$ cat config.mk
export PLATFORM = sky130hd
export DESIGN_NAME = mw_read_slave
export DESIGN_NICKNAME = d
export VERILOG_FILES = /design/src/rtl/mw_pkg.sv /design/src/rtl/mw_pin_sync.sv /design/src/rtl/mw_frame_parser.sv /design/src/rtl/mw_read_streamer.sv /design/src/rtl/mw_word_array.sv /design/src/rtl/mw_cmd_handoff.sv /design/src/rtl/mw_read_slave.sv
export SDC_FILE = /design/constraint.sdc
export NUM_CORES = 2
export LEC_CHECK = 0
export BUFFER_PORTS_ARGS = -buffer_cell sky130_fd_sc_hd__buf_2
export CORE_ASPECT_RATIO = 1.25
export CORE_UTILIZATION = 50
export CTS_CLUSTER_SIZE = 28
export DETAILED_ROUTE_END_ITERATION = 10
export GPL_ROUTABILITY_DRIVEN = 0
export PLACE_DENSITY_LB_ADDON = 0.25
export SLEW_MARGIN = 30
export SYNTH_ARGS = -nofsm -noshare
export SYNTH_HDL_FRONTEND = slang
export SYNTH_SLANG_ARGS = --single-unit
$ cat constraint.sdc
create_clock -name clk -period 3.1 [get_ports clk]
set_input_delay 0.155 -clock clk [delete_from_list [all_inputs] [get_ports clk]]
set_output_delay 0.155 -clock clk [all_outputs]
set_load 0.02 [all_outputs]
$ cat src/rtl/mw_pkg.sv
package mw_pkg;

  typedef enum logic [1:0] {
    PS_HUNT,
    PS_OPC,
    PS_ADDR,
    PS_DONE
  } parse_st_e;

  localparam logic [1:0] OP_READ  = 2'b10;
  localparam logic [1:0] OP_WRITE = 2'b01;
  localparam logic [1:0] OP_PAGE  = 2'b11;
  localparam logic [1:0] OP_EXT   = 2'b00;

endpackage

$ cat src/rtl/mw_pin_sync.sv
module mw_pin_sync #(
  parameter int N      = 3,
  parameter int STAGES = 2
) (
  input  logic         clk,
  input  logic         rst_n,
  input  logic [N-1:0] d_in,
  output logic [N-1:0] d_out
);

  logic [N-1:0] chain [STAGES];

  for (genvar s = 0; s < STAGES; s++) begin : g_stage
    if (s == 0) begin : g_first
      always_ff @(posedge clk or negedge rst_n) begin
        if (!rst_n) chain[0] <= '0;
        else        chain[0] <= d_in;
      end
    end else begin : g_next
      always_ff @(posedge clk or negedge rst_n) begin
        if (!rst_n) chain[s] <= '0;
        else        chain[s] <= chain[s-1];
      end
    end
  end

  assign d_out = chain[STAGES-1];

endmodule

$ cat src/rtl/mw_frame_parser.sv
module mw_frame_parser
  import mw_pkg::*;
#(
  parameter int AW = 6
) (
  input  logic          clk,
  input  logic          rst_n,
  input  logic          sel_s,
  input  logic          sclk_rise,
  input  logic          sdi_s,
  output logic          rd_go,
  output logic          cmd_go,
  output logic [1:0]    op_full,
  output logic [AW-1:0] addr_full
);

  localparam int CW = $clog2(AW) + 1;

  parse_st_e     state;
  logic [CW-1:0] cnt;
  logic [1:0]    op_q;
  logic [AW-1:0] addr_q;
  logic          last_bit;

  assign last_bit  = sel_s && sclk_rise && (state == PS_ADDR) && (cnt == CW'(AW - 1));
  assign addr_full = {addr_q[AW-2:0], sdi_s};
  assign op_full   = op_q;
  assign rd_go     = last_bit && (op_q == OP_READ);
  assign cmd_go    = last_bit && (op_q != OP_READ);

  always_ff @(posedge clk or negedge rst_n) begin
    if (!rst_n) begin
      state  <= PS_HUNT;
      cnt    <= '0;
      op_q   <= '0;
      addr_q <= '0;
    end else if (!sel_s) begin
      state <= PS_HUNT;
      cnt   <= '0;
    end else if (sclk_rise) begin
      case (state)
        PS_HUNT: begin
          if (sdi_s) begin
            state <= PS_OPC;
            cnt   <= '0;
          end
        end
        PS_OPC: begin
          op_q <= {op_q[0], sdi_s};
          if (cnt == CW'(1)) begin
            state <= PS_ADDR;
            cnt   <= '0;
          end else begin
            cnt <= cnt + CW'(1);
          end
        end
        PS_ADDR: begin
          addr_q <= addr_full;
          if (cnt == CW'(AW - 1)) begin
            state <= PS_DONE;
            cnt   <= '0;
          end else begin
            cnt <= cnt + CW'(1);
          end
        end
        default: state <= PS_DONE;
      endcase
    end
  end

endmodule

$ cat src/rtl/mw_read_streamer.sv
module mw_read_streamer #(
  parameter int WORDS = 64,
  parameter int WIDTH = 16,
  parameter int AW    = 6
) (
  input  logic             clk,
  input  logic             rst_n,
  input  logic             sel_s,
  input  logic             sclk_rise,
  input  logic             rd_go,
  input  logic [AW-1:0]    rd_addr,
  input  logic [WIDTH-1:0] rd_word,
  output logic [AW-1:0]    rd_ptr,
  output logic             rd_active,
  output logic             sdo_bit
);

  localparam int BW = $clog2(WIDTH);

  logic [WIDTH-1:0] sh;
  logic [BW-1:0]    bcnt;

  always_ff @(posedge clk or negedge rst_n) begin
    if (!rst_n) begin
      rd_active <= 1'b0;
      rd_ptr    <= '0;
      sh        <= '0;
      bcnt      <= '0;
      sdo_bit   <= 1'b0;
    end else if (!sel_s) begin
      rd_active <= 1'b0;
    end else if (rd_go) begin
      rd_active <= 1'b1;
      rd_ptr    <= rd_addr;
      bcnt      <= '0;
      sdo_bit   <= 1'b0;
    end else if (rd_active && sclk_rise) begin
      if (bcnt == '0) begin
        sdo_bit <= rd_word[WIDTH-1];
        sh      <= {rd_word[WIDTH-2:0], 1'b0};
        rd_ptr  <= (rd_ptr == AW'(WORDS - 1)) ? '0 : rd_ptr + AW'(1);
      end else begin
        sdo_bit <= sh[WIDTH-1];
        sh      <= {sh[WIDTH-2:0], 1'b0};
      end
      bcnt <= (bcnt == BW'(WIDTH - 1)) ? '0 : bcnt + BW'(1);
    end
  end

endmodule

$ cat src/rtl/mw_word_array.sv
module mw_word_array #(
  parameter int WORDS = 64,
  parameter int WIDTH = 16,
  parameter int AW    = 6
) (
  input  logic             clk,
  input  logic             rst_n,
  input  logic             we,
  input  logic [AW-1:0]    waddr,
  input  logic [WIDTH-1:0] wdata,
  input  logic [AW-1:0]    raddr,
  output logic [WIDTH-1:0] rdata
);

  logic [WIDTH-1:0] mem [WORDS];

  for (genvar i = 0; i < WORDS; i++) begin : g_word
    always_ff @(posedge clk or negedge rst_n) begin
      if (!rst_n)                         mem[i] <= '0;
      else if (we && waddr == AW'(i))     mem[i] <= wdata;
    end
  end

  assign rdata = mem[raddr];

endmodule

$ cat src/rtl/mw_cmd_handoff.sv
module mw_cmd_handoff #(
  parameter int AW = 6
) (
  input  logic          clk,
  input  logic          rst_n,
  input  logic          go,
  input  logic [1:0]    op_in,
  input  logic [AW-1:0] addr_in,
  output logic          valid,
  input  logic          ready,
  output logic [1:0]    op,
  output logic [AW-1:0] addr
);

  always_ff @(posedge clk or negedge rst_n) begin
    if (!rst_n) begin
      valid <= 1'b0;
      op    <= '0;
      addr  <= '0;
    end else if (go && (!valid || ready)) begin
      valid <= 1'b1;
      op    <= op_in;
      addr  <= addr_in;
    end else if (ready) begin
      valid <= 1'b0;
    end
  end

endmodule

$ cat src/rtl/mw_read_slave.sv
module mw_read_slave #(
  parameter int WORDS       = 64,
  parameter int WIDTH       = 16,
  parameter int SYNC_STAGES = 2,
  localparam int AW         = $clog2(WORDS)
) (
  input  logic             clk,
  input  logic             rst_n,
  input  logic             sel,
  input  logic             sclk,
  input  logic             sdi,
  output logic             sdo,
  output logic             sdo_en,
  input  logic             mem_we,
  input  logic [AW-1:0]    mem_waddr,
  input  logic [WIDTH-1:0] mem_wdata,
  output logic             cmd_valid,
  input  logic             cmd_ready,
  output logic [1:0]       cmd_op,
  output logic [AW-1:0]    cmd_addr
);

  logic             sel_s, sclk_s, sdi_s, sclk_q, sclk_rise;
  logic             rd_go, cmd_go, rd_active, sdo_bit;
  logic [1:0]       op_full;
  logic [AW-1:0]    addr_full, rd_ptr;
  logic [WIDTH-1:0] rd_word;

  mw_pin_sync #(.N(3), .STAGES(SYNC_STAGES)) u_sync (
    .clk   (clk),
    .rst_n (rst_n),
    .d_in  ({sel, sclk, sdi}),
    .d_out ({sel_s, sclk_s, sdi_s})
  );

  always_ff @(posedge clk or negedge rst_n) begin
    if (!rst_n) sclk_q <= 1'b0;
    else        sclk_q <= sclk_s;
  end

  assign sclk_rise = sel_s && sclk_s && !sclk_q;

  mw_frame_parser #(.AW(AW)) u_parse (
    .clk       (clk),
    .rst_n     (rst_n),
    .sel_s     (sel_s),
    .sclk_rise (sclk_rise),
    .sdi_s     (sdi_s),
    .rd_go     (rd_go),
    .cmd_go    (cmd_go),
    .op_full   (op_full),
    .addr_full (addr_full)
  );

  mw_word_array #(.WORDS(WORDS), .WIDTH(WIDTH), .AW(AW)) u_array (
    .clk   (clk),
    .rst_n (rst_n),
    .we    (mem_we),
    .waddr (mem_waddr),
    .wdata (mem_wdata),
    .raddr (rd_ptr),
    .rdata (rd_word)
  );

  mw_read_streamer #(.WORDS(WORDS), .WIDTH(WIDTH), .AW(AW)) u_stream (
    .clk       (clk),
    .rst_n     (rst_n),
    .sel_s     (sel_s),
    .sclk_rise (sclk_rise),
    .rd_go     (rd_go),
    .rd_addr   (addr_full),
    .rd_word   (rd_word),
    .rd_ptr    (rd_ptr),
    .rd_active (rd_active),
    .sdo_bit   (sdo_bit)
  );

  mw_cmd_handoff #(.AW(AW)) u_cmd (
    .clk     (clk),
    .rst_n   (rst_n),
    .go      (cmd_go),
    .op_in   (op_full),
    .addr_in (addr_full),
    .valid   (cmd_valid),
    .ready   (cmd_ready),
    .op      (cmd_op),
    .addr    (cmd_addr)
  );

  assign sdo    = sdo_bit;
  assign sdo_en = sel_s && rd_active;

endmodule

-- Yosys cells after proc, flatten, opt, wreduce, memory -nomap -nowiden
Index checks and enable logic that the tools add are counted.
Widths: inputs -> output; s select.
- register bits: 1081
- bits of input ports: 29
- output and inout bits: 11
- logic and storage cells: 282
- $add $sub $neg: 3
- $lt $le $gt $ge: 1
- equality and inequality tests: 77
- mux-type cells: 30
- bitwise operators: 2
- reductions and logical operators: 90
- operator list (operator ; count):
    $eq 6x6->1 const B ; 33
    $bmux 16 s6 ; 1
    $eq 6x5->1 const B ; 16
    $logic_and 1x1->1 ; 74
    $eq 6x4->1 const B ; 8
    $mux 16 ; 3
    $mux 4 ; 8
    $eq 6x3->1 const B ; 4
    $mux 6 ; 4
    $reduce_and 3->1 ; 5
    $eq 6x2->1 const B ; 2
    $pmux 4 s3 ; 1
    $mux 2 ; 5
    $add 4x1->4 const B ; 2
    $ge 7x7->1 const B ; 1
    $mux 1 ; 7
    $not 6->7 ; 1
    $add 6x1->6 const B ; 1
    $eq 6x1->1 const B ; 1
    $logic_not 6->1 ; 1
    $ne 3x3->1 const B ; 2
    $pmux 2 s3 ; 1
    $reduce_bool 2->1 ; 3
    $eq 2x2->1 const B ; 2
    other kinds (15) ; 17

-- Logic depth before layout (Yosys ltp)
- depth after elaboration: 8
- depth in mapped cells: 10
- depth with buffers taken out: 7

-- Cells and area by module
A second synthesis with hierarchy kept.
- cell total of the unflattened synthesis: 3262
- area, all modules: 49398.6 um2
- modules (own cells, without submodules) (module ; instances ; cells an instance ; area each (um2) ; seq. area each (um2)):
    mw_word_array ; 1 ; 3020 ; 46656.0 ; 25624.6
    mw_read_streamer ; 1 ; 141 ; 1420.1 ; 675.6
    mw_frame_parser ; 1 ; 69 ; 732.0 ; 325.3
    mw_cmd_handoff ; 1 ; 20 ; 377.9 ; 225.2
    mw_pin_sync ; 1 ; 9 ; 172.7 ; 150.1
    mw_read_slave ; 1 ; 3 ; 40.0 ; 25.0

-- Worst setup path before layout
Ideal clock, no wire load.
- kind: reg-to-reg
- start point: register u_stream.rd_ptr[0]
- end point: register u_stream.sh[10]
- library setup time: 0.142 ns
- data arrival time: 2.201 ns
- required time: 2.958 ns
- setup slack: 0.757 ns
- cell stages (with the launch flop): 9
- path buffers: 3
- clock period less this slack: 2.343 ns
- cells stage by stage: dfrtp_1 > buf_6 > buf_2 > buf_2 > mux4_2 > mux4_2 > inv_1 > o22a_1 > o221ai_1
- word-level cells in the longest chain between the ends: 5
- RTL lines (element ; RTL line ; text):
    start: declaration ; mw_read_streamer.sv:13 ; output logic [AW-1:0] rd_ptr,
    start signal: assignment ; mw_read_streamer.sv:34 ; rd_ptr <= rd_addr;
    start signal: assignment ; mw_read_streamer.sv:41 ; rd_ptr <= (rd_ptr == AW'(WORDS - 1)) ? '0 : rd_ptr + AW'(1);
    $not 6->7 (not written as such) ; mw_word_array.sv:24 ; assign rdata = mem[raddr];
    $bmux 16 s6 ; mw_word_array.sv:24 ;
    $mux 16 (not written as such) (2 in a row) ; mw_word_array.sv:24 ;
    $mux 16 ; mw_read_streamer.sv:38 ; if (bcnt == '0) begin
    end signal: assignment ; mw_read_streamer.sv:40 ; sh <= {rd_word[WIDTH-2:0], 1'b0};
    end signal: assignment ; mw_read_streamer.sv:44 ; sh <= {sh[WIDTH-2:0], 1'b0};
    end: declaration ; mw_read_streamer.sv:20 ; logic [WIDTH-1:0] sh;
Every way passes these cells. The select of a mux whose other input is x is not followed.
A chain may end at the register's enable or synchronous reset.

-- Worst setup path in the final report
- start point: register u_stream.rd_ptr[0]
- end point: register u_stream.sh[6]
The elaborated chain is that of the path after synthesis.

==> results.ini <==
[synthesis]
synthXorXnorAreaFrac_pct=0.0533
synth_commonest_cells=dfrtp_1 (1080), mux2_2 (1044), mux2i_1 (242), clkbuf_1 (206), mux4_2 (168)
syn_area_per_cell_um2=14.7
post_synth_num_cell_types=58
synthCells=3356
synthFlopType=dfrtp_1
yosysTopAreaCell=dfrtp_1
synthAdderAreaFrac_pct=0.203
yosysWarningCount=0
synth_area_leaders=dfrtp_1 (55%), mux2_2 (24%), mux4_2 (7.7%)
synth_area_um2=49300
synth_edf_count=0
yosys.area_share.simple_pct=2.81
async_reset_ff_share_pct=100
synthMuxAreaShare_pct=36.4
yosys.cell_count.top_type=dfrtp_1
yosys_register_bits=1080
yosysSeqAreaShare_pct=54.8
synth-compound-area-share_pct=2.86
synth_top_family_by_area=multiplexers
synth_nets=3393
synth_top_area_share_pct=54.8

[placement]
dp.cells=4571
place_ws_ns=0.270
dpl_cell_area_um2=51700
dp_hpwl_mm=82.7
io_buffers=39

[setup_path]
cp_data_arrival_time_ns=3.37
cp_max_fo=24
crit_type=register to register
crit_path_top_delay_cell=dfrtp_4
start_kind=register
cp_num_buf_inv=3
cp_top_family=multiplexers
crit_path_end_kind=register
cpPeakStageDelay_ns=0.78
crit_chain=buf_12 -> buf_12 -> mux4_2 -> mux4_2 -> inv_1 -> o22a_1 -> o221ai_1
crit_required_ns=3.65

[sta]
final.period_utilization_pct=91.0
setup_viol=0
fin_setup_tns_ns=0
rsz0062_at_grt=no
timing.hold.ws_ns=0.0961
worst_pin_slew_ns=1.12
layout_setup_ws_ns=0.278
finalHoldViolCount=0
skew_ns=0.0206
fmax_mhz=354
period_minus_slack_ns=2.82
finalMaxSlewViolations=0
max_slew_margin_pct=24.9

[finish]
seq_area_um2=27000
fillCellCount=7660
multiInputGateArea_um2=20900
final_area_um2=55100
finish.utilization_pct=56.5
syn_to_final_growth_pct=11.7
fin_cells=4771
drive_gt1_share_pct=46.7
layout.nets=3423

[clock_tree]
clockBufferDepth=3
insertion_delay_ns=0.68
clk_pin_slew_worst_paths_ns=0.06
cts_tree=built
cts-root-buf=clkbuf_16
cts_max_level=3
cts_made_buffers=108
cts_post_setup_buffers_inserted=0
clock-sinks=1080

[routing]
first_pass_iters=7
ant_nets=0
wl_per_cell_um=27.5
viasPerCell=6.17
num_vias=29400
first_iter_violations=2001
routed_wl_mm=131
post-route-drc-count=0

[grt]
overflow=0
antenna_found_initial=6
grt_pass1_vias=31900
track_usage_pct=27.0
grt_first_pass_wirelength_mm=201
grt_max_degree=120

[floorplanning]
num_rows=128
core_area_um2=97500
die_height_um=353
ios=40
dieWidth_um=283
die_area_um2=99800
initial_utilization_pct=50.5

[pwr]
ir_worst_vdd_mv=0.451
power_density_nw_per_um2=595
finalPower_mw=32.7
p_leak_nw=24.8

[status]
status=finished clean

[worst_hold_path]
min-delay-path-class=primary input to asynchronous set/reset pin

[run]
maxCapViolations=0

report_power, final:
group,total (mW),switching [mW],internal (mW)
combinational,3.50,1.50,2.01
clock,12.4,5.38,7.05
sequential,16.8,0.926,15.9
total,32.7,7.80,24.9
worst reg2reg max path, stage by stage (launching register included):
cell and delay, ns:
dfrtp_4 0.78, buf_12 0.29, buf_12 0.20, mux4_2 0.53, mux4_2 0.48, inv_1 0.14, o22a_1 0.17, o221ai_1 0.10
flip-flops by register name, summed over array words and instances, names as in the netlist, 3 cells and up:
| signal | count |
|---|---|
| u_array.mem | 1024 |
| u_parse.cnt | 4 |
| u_cmd.addr | 6 |
| u_parse.addr_q | 5 |
| u_sync.chain | 3 |
| u_sync.d_out | 3 |
| u_stream.sh | 15 |
| u_stream.bcnt | 4 |
| u_stream.rd_ptr | 6 |
layout by cell type (no fill, tap or decap), types with 38 or more instances in the layout:
master,count
mux2_2,1044
nand2_1,83
dfrtp_1,1076
a22oi_1,99
mux4_2,168
nor2_1,39
mux2i_1,242
clkbuf_16,109
nand3_1,51
buf_4,155
a21oi_1,38
area by class of cell:
cell class,instances,area share [%]
sequential,1080,49.1
multi-input combinational,1936,38.0
clock buffer,166,5.74
timing repair buffer,224,3.62
tap,1300,2.95
clock inverter,25,0.304
inverter,36,0.245
antenna,4,0.0182
what timing repair did:
action,CTS,global route
resized for setup,0,0
hold endpoints to repair,81,0
hold buffers,5,0
layer usage:
layer	GRT usage (%)	part of all wire (%)	vias to the layer above
met5	0	0.020	-
li1	-	-	12400
met1	35.3	41	15900
met3	4.81	5.3	294
met4	11.4	4.5	4
met2	44.0	49	767
final timing paths:
path                            cells after the start                from  slack, ns               end
worst max-delay path                                7  u_stream.rd_ptr[0]       0.28    u_stream.sh[6]
worst min-delay path                                2               rst_n        0.1  u_array.mem[933]
worst max register to register                      7  u_stream.rd_ptr[0]       0.28    u_stream.sh[6]
worst min register to register                      0     u_sync.chain[4]       0.36   u_sync.d_out[1]
max in group asynchronous                           3               rst_n       1.73   u_array.mem[85]
min in group clk                                    2                 sdi       0.12   u_sync.chain[3]
cell families after synthesis:
logic type / count (synthesis)
AND/OR/NAND/NOR: 273
multiplexers: 1454
XOR/XNOR: 3
adder cells (fa/ha/maj): 8
flip-flops: 1080
buffers and inverters: 340
AO/OA/AOI/OAI: 198
Note: power is estimated with default switching activity, not from simulation.
